--- src/rtl/sio_rx_pkg.sv ---
package sio_rx_pkg;
    typedef enum logic [2:0] {
        ST_IDLE, ST_START, ST_DATA, ST_PAR, ST_STOP, ST_BRK
    } rx_state_e;

    localparam logic [1:0] PM_NONE  = 2'b00;
    localparam logic [1:0] PM_CHECK = 2'b01;
    localparam logic [1:0] PM_FORCE = 2'b10;
    localparam logic [1:0] PM_MULTI = 2'b11;

    typedef struct packed {
        logic       brk;
        logic       fe;
        logic       pe;
        logic [7:0] data;
    } rx_entry_t;
endpackage

--- src/rtl/sio_rx_fsm.sv ---
module sio_rx_fsm
    import sio_rx_pkg::*;
#(
    parameter int OSR = 16
) (
    input  logic       clk,
    input  logic       rst_n,
    input  logic       tick,
    input  logic       rxd,
    input  logic [1:0] char_len,
    input  logic [1:0] par_mode,
    input  logic       par_sel,
    output logic       char_valid,
    output rx_entry_t  char_word
);
    localparam int CW     = $clog2(OSR);
    localparam int MID    = OSR / 2 - 2;
    localparam int LAST   = OSR - 1;
    localparam int BRK_HI = OSR / 2;

    rx_state_e      state, state_n;
    logic [CW-1:0]  cnt;
    logic [CW-1:0]  hicnt;
    logic [2:0]     bidx;
    logic [7:0]     shreg;
    logic           pbit;
    logic [2:0]     last_bit;
    logic           is_brk;
    logic           pe_calc;

    assign last_bit = {1'b1, char_len};
    assign is_brk   = !rxd && (shreg == 8'h00) && ((par_mode == PM_NONE) || !pbit);

    always_comb begin
        unique case (par_mode)
            PM_NONE:  pe_calc = 1'b0;
            PM_CHECK: pe_calc = (^shreg) ^ pbit ^ par_sel;
            PM_FORCE: pe_calc = pbit ^ par_sel;
            default:  pe_calc = pbit;
        endcase
    end

    always_comb begin
        state_n = state;
        unique case (state)
            ST_IDLE:  if (tick && !rxd) state_n = ST_START;
            ST_START: if (tick && cnt == CW'(MID)) state_n = rxd ? ST_IDLE : ST_DATA;
            ST_DATA:  if (tick && cnt == CW'(LAST) && bidx == last_bit)
                          state_n = (par_mode == PM_NONE) ? ST_STOP : ST_PAR;
            ST_PAR:   if (tick && cnt == CW'(LAST)) state_n = ST_STOP;
            ST_STOP:  if (tick && cnt == CW'(LAST)) state_n = is_brk ? ST_BRK : ST_IDLE;
            ST_BRK:   if (tick && rxd && hicnt == CW'(BRK_HI - 1)) state_n = ST_IDLE;
            default:  state_n = ST_IDLE;
        endcase
    end

    always_ff @(posedge clk) begin
        if (!rst_n) state <= ST_IDLE;
        else        state <= state_n;
    end

    always_ff @(posedge clk) begin
        if (!rst_n) begin
            cnt        <= '0;
            hicnt      <= '0;
            bidx       <= '0;
            shreg      <= '0;
            pbit       <= 1'b0;
            char_valid <= 1'b0;
            char_word  <= '0;
        end else begin
            char_valid <= 1'b0;
            if (tick) begin
                unique case (state)
                    ST_IDLE: begin
                        cnt   <= '0;
                        bidx  <= '0;
                        shreg <= '0;
                        pbit  <= 1'b0;
                    end
                    ST_START: cnt <= (cnt == CW'(MID)) ? '0 : cnt + 1'b1;
                    ST_DATA: begin
                        if (cnt == CW'(LAST)) begin
                            cnt         <= '0;
                            shreg[bidx] <= rxd;
                            bidx        <= bidx + 1'b1;
                        end else cnt <= cnt + 1'b1;
                    end
                    ST_PAR: begin
                        if (cnt == CW'(LAST)) begin
                            cnt  <= '0;
                            pbit <= rxd;
                        end else cnt <= cnt + 1'b1;
                    end
                    ST_STOP: begin
                        if (cnt == CW'(LAST)) begin
                            cnt        <= '0;
                            hicnt      <= '0;
                            char_valid <= 1'b1;
                            char_word  <= '{brk: is_brk, fe: !rxd, pe: pe_calc, data: shreg};
                        end else cnt <= cnt + 1'b1;
                    end
                    ST_BRK: hicnt <= rxd ? hicnt + 1'b1 : '0;
                    default: cnt <= '0;
                endcase
            end
        end
    end

    // a start that reads high at its 8th sample is dropped
    a_r2_false_start_idle: assert property (@(posedge clk) disable iff (!rst_n)
        (state == ST_START && tick && cnt == CW'(MID) && rxd) |=> state == ST_IDLE);

    // nothing completes while waiting for the line to recover
    a_r7_brk_silent: assert property (@(posedge clk) disable iff (!rst_n)
        (state == ST_BRK && $past(state) == ST_BRK) |-> !char_valid);
endmodule

--- src/rtl/sio_rx_fifo.sv ---
module sio_rx_fifo #(
    parameter int DEPTH = 3,
    parameter int W     = 11
) (
    input  logic         clk,
    input  logic         rst_n,
    input  logic         in_valid,
    input  logic [W-1:0] in_word,
    input  logic         pop,
    output logic [W-1:0] head,
    output logic         not_empty,
    output logic         full,
    output logic         overrun
);
    localparam int PW  = (DEPTH > 1) ? $clog2(DEPTH) : 1;
    localparam int CTW = $clog2(DEPTH + 1);

    logic [W-1:0]   mem [DEPTH];
    logic [PW-1:0]  wp, rp;
    logic [CTW-1:0] cnt;
    logic           hold_v;
    logic [W-1:0]   hold_w;
    logic           do_pop, push_hold, push_new, push;
    logic [W-1:0]   push_word;

    assign full      = (cnt == CTW'(DEPTH));
    assign not_empty = (cnt != '0);
    assign head      = mem[rp];
    assign do_pop    = pop && not_empty;
    assign push_hold = hold_v && !full;
    assign push_new  = in_valid && !hold_v && !full;
    assign push      = push_hold || push_new;
    assign push_word = push_hold ? hold_w : in_word;
    assign overrun   = in_valid && hold_v && full;

    function automatic logic [PW-1:0] nxt(input logic [PW-1:0] p);
        return (p == PW'(DEPTH - 1)) ? '0 : p + 1'b1;
    endfunction

    always_ff @(posedge clk) begin
        if (!rst_n) begin
            wp     <= '0;
            rp     <= '0;
            cnt    <= '0;
            hold_v <= 1'b0;
            hold_w <= '0;
            for (int i = 0; i < DEPTH; i++) mem[i] <= '0;
        end else begin
            if (push) begin
                mem[wp] <= push_word;
                wp      <= nxt(wp);
            end
            if (do_pop) rp <= nxt(rp);
            unique case ({push, do_pop})
                2'b10:   cnt <= cnt + 1'b1;
                2'b01:   cnt <= cnt - 1'b1;
                default: cnt <= cnt;
            endcase
            if (in_valid && (hold_v || full)) begin
                hold_v <= 1'b1;
                hold_w <= in_word;
            end else if (push_hold) begin
                hold_v <= 1'b0;
            end
        end
    end

    // the queue is never written beyond its depth
    a_r6_no_push_full: assert property (@(posedge clk) disable iff (!rst_n)
        push |-> cnt < CTW'(DEPTH));
endmodule

--- src/rtl/sio_rx_core.sv ---
module sio_rx_core
    import sio_rx_pkg::*;
#(
    parameter int OSR   = 16,
    parameter int DEPTH = 3
) (
    input  logic       clk,
    input  logic       rst_n,
    input  logic       tick16,
    input  logic       rxd,
    input  logic [1:0] char_len,
    input  logic [1:0] par_mode,
    input  logic       par_sel,
    input  logic       rd_pop,
    input  logic       clr_err,
    input  logic       tx_empty_in,
    input  logic       tx_ready_in,
    output logic [7:0] rx_data,
    output logic [7:0] status
);
    localparam int EW = $bits(rx_entry_t);

    logic      char_valid;
    rx_entry_t char_word;
    rx_entry_t head;
    logic      not_empty, full, overrun;
    logic      oe;

    sio_rx_fsm #(.OSR(OSR)) fsm_i (
        .clk(clk), .rst_n(rst_n), .tick(tick16), .rxd(rxd),
        .char_len(char_len), .par_mode(par_mode), .par_sel(par_sel),
        .char_valid(char_valid), .char_word(char_word)
    );

    sio_rx_fifo #(.DEPTH(DEPTH), .W(EW)) fifo_i (
        .clk(clk), .rst_n(rst_n), .in_valid(char_valid), .in_word(char_word),
        .pop(rd_pop), .head(head), .not_empty(not_empty), .full(full),
        .overrun(overrun)
    );

    always_ff @(posedge clk) begin
        if (!rst_n)       oe <= 1'b0;
        else if (overrun) oe <= 1'b1;
        else if (clr_err) oe <= 1'b0;
    end

    assign rx_data = head.data;
    assign status  = {head.brk & not_empty, head.fe & not_empty, head.pe & not_empty,
                      oe, tx_empty_in, tx_ready_in, full, not_empty};

    // overrun flag holds until cleared
    a_r9_oe_sticky: assert property (@(posedge clk) disable iff (!rst_n)
        (oe && !clr_err) |=> oe);

    // a full queue is also a non-empty one
    a_r6_full_ready: assert property (@(posedge clk) disable iff (!rst_n)
        status[1] |-> status[0]);
endmodule

--- config.mk ---
export PLATFORM = sky130hd
export DESIGN_NAME = sio_rx_core
export DESIGN_NICKNAME = d
export VERILOG_FILES = /design/src/rtl/sio_rx_pkg.sv /design/src/rtl/sio_rx_fsm.sv /design/src/rtl/sio_rx_fifo.sv /design/src/rtl/sio_rx_core.sv
export SDC_FILE = /design/constraint.sdc
export NUM_CORES = 1
export LEC_CHECK = 0
export ABC_CLOCK_PERIOD_IN_PS = 2000
export BUFFER_PORTS_ARGS = -buffer_cell sky130_fd_sc_hd__buf_2
export CAP_MARGIN = 15
export CORE_UTILIZATION = 63
export CTS_BUF_LIST = sky130_fd_sc_hd__clkbuf_2
export CTS_CLUSTER_SIZE = 12
export DETAILED_ROUTE_END_ITERATION = 8
export PLACE_DENSITY = 0.93
export SLEW_MARGIN = 40
export SYNTH_ARGS = -nofsm -noshare
export SYNTH_HDL_FRONTEND = slang
export SYNTH_SLANG_ARGS = --single-unit
--- constraint.sdc ---
create_clock -name clk -period 2 [get_ports clk]
set_input_delay 0.4 -clock clk [delete_from_list [all_inputs] [get_ports clk]]
set_output_delay 0.4 -clock clk [all_outputs]
set_load 0.005 [all_outputs]
==> run metrics <==
Stages on worst setup path=3; Clock Latency Late Sink=0.59 ns; internal power=2.58 mW; largest family of logic cells by synthesized area=simple AND/OR/NAND/NOR gates; fin worst setup slack=-0.254 ns; first-pass GRT wire length=14400 um; combinational power share=15.3%; largest net degree at the start of global routing=51; vias=3407; number of synthesized register bits=100; Setup WS pre-CTS=0.154 ns; routing usage on met2=43.4%; Worst-Margin Slew=0.606 ns; final core occ=70.3%; top area cells in the synthesized netlist=edfxtp_1 28%, dfxtp_1 24%, nor2_1 5.6%; Clock Power Share=24.4%; CTS Buf Count=9; CP Cell Sequence=buf_12 -> mux4_2 -> buf_6; CTS Hold Buffers Added=0; CTS tree=done; CP max stage delay=0.52 ns; Critical Path End Type=output pin; Site Rows=31; design area=5120 sq um; Mapped Area=4760 sq um; met1 Resource Use GR=28.9%; fmax=444 MHz; DP Area=4930 sq um; Die Span Y=89.0 um; Gate Count Post-Synth=468; drt initial violations=237; worst-case clock buffer depth=2; vias in the first global route=3198; DR pass1 iterations=7; Max-slew headroom=59.6%; Final nets=508; top cells by count, synth=71 x nor2_1, 56 x dfxtp_1, 44 x edfxtp_1; Max FO, Critical Path=8; WS Path Type=reg -> out; dominant synthesized flop cell=dfxtp_1; Slew Viols, Final=0; Post-DRT Antenna Nets=0; most frequent cell after synthesis=nor2_1; Seq pwr share=60.4%; DIE AREA=7910 sq um; Clock Tree Root=clkbuf_2; vias per inst=5.80; layout cells sized above 1=17.2%; Residual DRC=0; GRT Overall Usage=24.0%; Port Buffers=24; Area growth syn-to-layout=7.56%; switching share of power=30.1%; placed cells=570; H-tree Lvls=3; Worst path slowest cell=mux4_2; Post-Synth Simple-Gate Area=17.8%; multiplexer share of the synthesized area=11.2%; clk_skew=0.0287 ns; Worst setup SP type=register; Compound-Gate Fraction of Synth Area=9.38%; top cell type's share of synthesized area=27.7%; FF-to-FF End=fsm_i.char_word[8]; Worst Path Arrival=1.85 ns; status=complete, but fails checks; length in cells of the worst reg-to-reg path=7; ant diodes=0; FILL cells=546; WL final=8990 um; Synth Area in XOR/XNOR=1.47%; Final Non-Filler Cells=587; Post-synth EDFFs=44; worst reg2reg startpoint=fsm_i.shreg[0]; sequential-to-total area share from yosys stat=51.3%; Power, Total=3.69 mW; CP Buf/Inv Count=2; Initial Util=65.3%; width of the die=89.0 um; delay-heaviest family, CP=multiplexers; P_leak=1.92 nW; Hold Path Class=in -> reg; Syn. warnings=0; asr flop ratio synth=0%; core area=7290 sq um; GRT Max-Usage Layer=met2; CP required=1.60 ns; Placer Congestion=0.926; Final Hold Fails=0; maxcap violations=0; GRT overflow=0; antenna violations before repair=0; Critical Path End=rx_data[0]; I/O pin total=29; PwrDens=720 nW/um^2; area leader, netlist=edfxtp_1; DR WL/cell=15.3 um; Synth Area in Adders=3.15%; final setup violation count=11; post-route minimum period=2.25 ns; register-to-register setup slack=0.11 ns; RSZ-0062 raised after global routing=true; failing checks=setup timing; syn_area_per_cell=10.2 sq um; syn nets=493; clock slew at reported path FFs=0.28 ns; GRT met3 Usage=3.32%; DP Wirelength=6210 um; Final period util=113%; Max IR drop VDD=615 uV; P_sw=1.11 mW; Netlist cell types=55; CTS Sinks=100
==> timing repair <==
action	4_1_cts	5_1_grt
pin swaps	0	1
buffers inserted	0	1
gates resized for setup	5	17
endpoints found under the setup margin	11	29
==> cell families (layout without fill, tap and decap cells) <==
logic type	Yosys count	in the layout
xor+xnor	8	8
flops	100	100
buf+inv	64	84
fa+ha+maj	12	12
compound gates	72	72
simple gates	173	173
mux	39	39
==> registers in the layout, indices dropped and copies added (netlist names), 3 cells and up, named ones only <==
register	cells
fifo_i.mem	44
fifo_i.hold_w	11
fsm_i.char_word	11
fsm_i.shreg	8
fsm_i.cnt	4
fsm_i.hicnt	4
fsm_i.bidx	3
fsm_i.state	3
==> per-layer routing <==
| layer | vias to the layer above | part of all wire (%) | wire [um] |
|---|---|---|---|
| li1 | 1675 | - | - |
| met1 | 1605 | 42 | 3810 |
| met2 | 110 | 51 | 4560 |
| met3 | 17 | 5.2 | 468 |
| met4 | 0 | 1.8 | 158 |
| met5 | - | 0 | 0 |
==> layout by cell type, fill, tap and decap left out, types with 4 or more instances in the layout <==
cell type,netlist,final
buf_2,11,20
or3_1,4,4
o21ai_0,12,11
nor2b_1,8,6
nand3b_1,5,5
nand2_1,42,41
dfxtp_2,0,4
dfxtp_1,56,51
nand2b_1,4,4
mux2i_1,25,25
inv_1,31,31
nand4b_1,4,4
nor3_1,4,4
xnor2_1,6,6
buf_4,6,11
a21oi_1,32,32
edfxtp_1,44,44
nor2_1,71,70
mux4_2,11,11
o211ai_1,6,6
nand3_1,10,10
ha_1,12,11
clkbuf_2,0,9
buf_6,0,4
==> worst min-delay path by stage <==
| stage | cells after the start | startpoint | endpoint |
|---|---|---|---|
| detailed placement | 2 | fsm_i.char_word[6] | fsm_i.char_word[6] |
| CTS | 2 | rxd | fsm_i.char_word[9] |
| global placement | 2 | fsm_i.char_word[6] | fsm_i.char_word[6] |
| floorplan | 2 | fsm_i.shreg[0] | fsm_i.char_word[0] |
| global route | 2 | rxd | fsm_i.char_word[9] |
| finish | 2 | rxd | fsm_i.char_word[9] |
==> power groups by stage <==
stage	clock network [mW]	logic, mW	registers [mW]
final	0.900	0.563	2.23
after floorplan	0	0.447	2.25
after global routing	0.977	0.613	2.24
after CTS	0.895	0.551	2.22
after detailed placement	0	0.544	2.26
after global placement	0	0.523	2.26
==> through the flow <==
stage	setup TNS [ns]	hold slack, ns
5_1_grt	-3.46	0.0478
3_3_place_gp	0	0.460
3_5_place_dp	0	0.467
6_report	-2.51	0.0782
4_1_cts	-2.65	0.0538
2_1_floorplan	0	0.442
==> area by class of cell <==
| type | count | area (sq um) | share of cell area (%) |
|---|---|---|---|
| Sequential cell | 100 | 2450 | 47.8 |
| Multi-Input combinational cell | 304 | 2070 | 40.5 |
| Timing Repair Buffer | 36 | 248 | 4.84 |
| Tap cell | 99 | 124 | 2.42 |
| Inverter | 32 | 120 | 2.34 |
| Clock inverter | 7 | 62.6 | 1.22 |
| Clock buffer | 9 | 45.0 | 0.879 |
(Power assumes the default switching activity.)
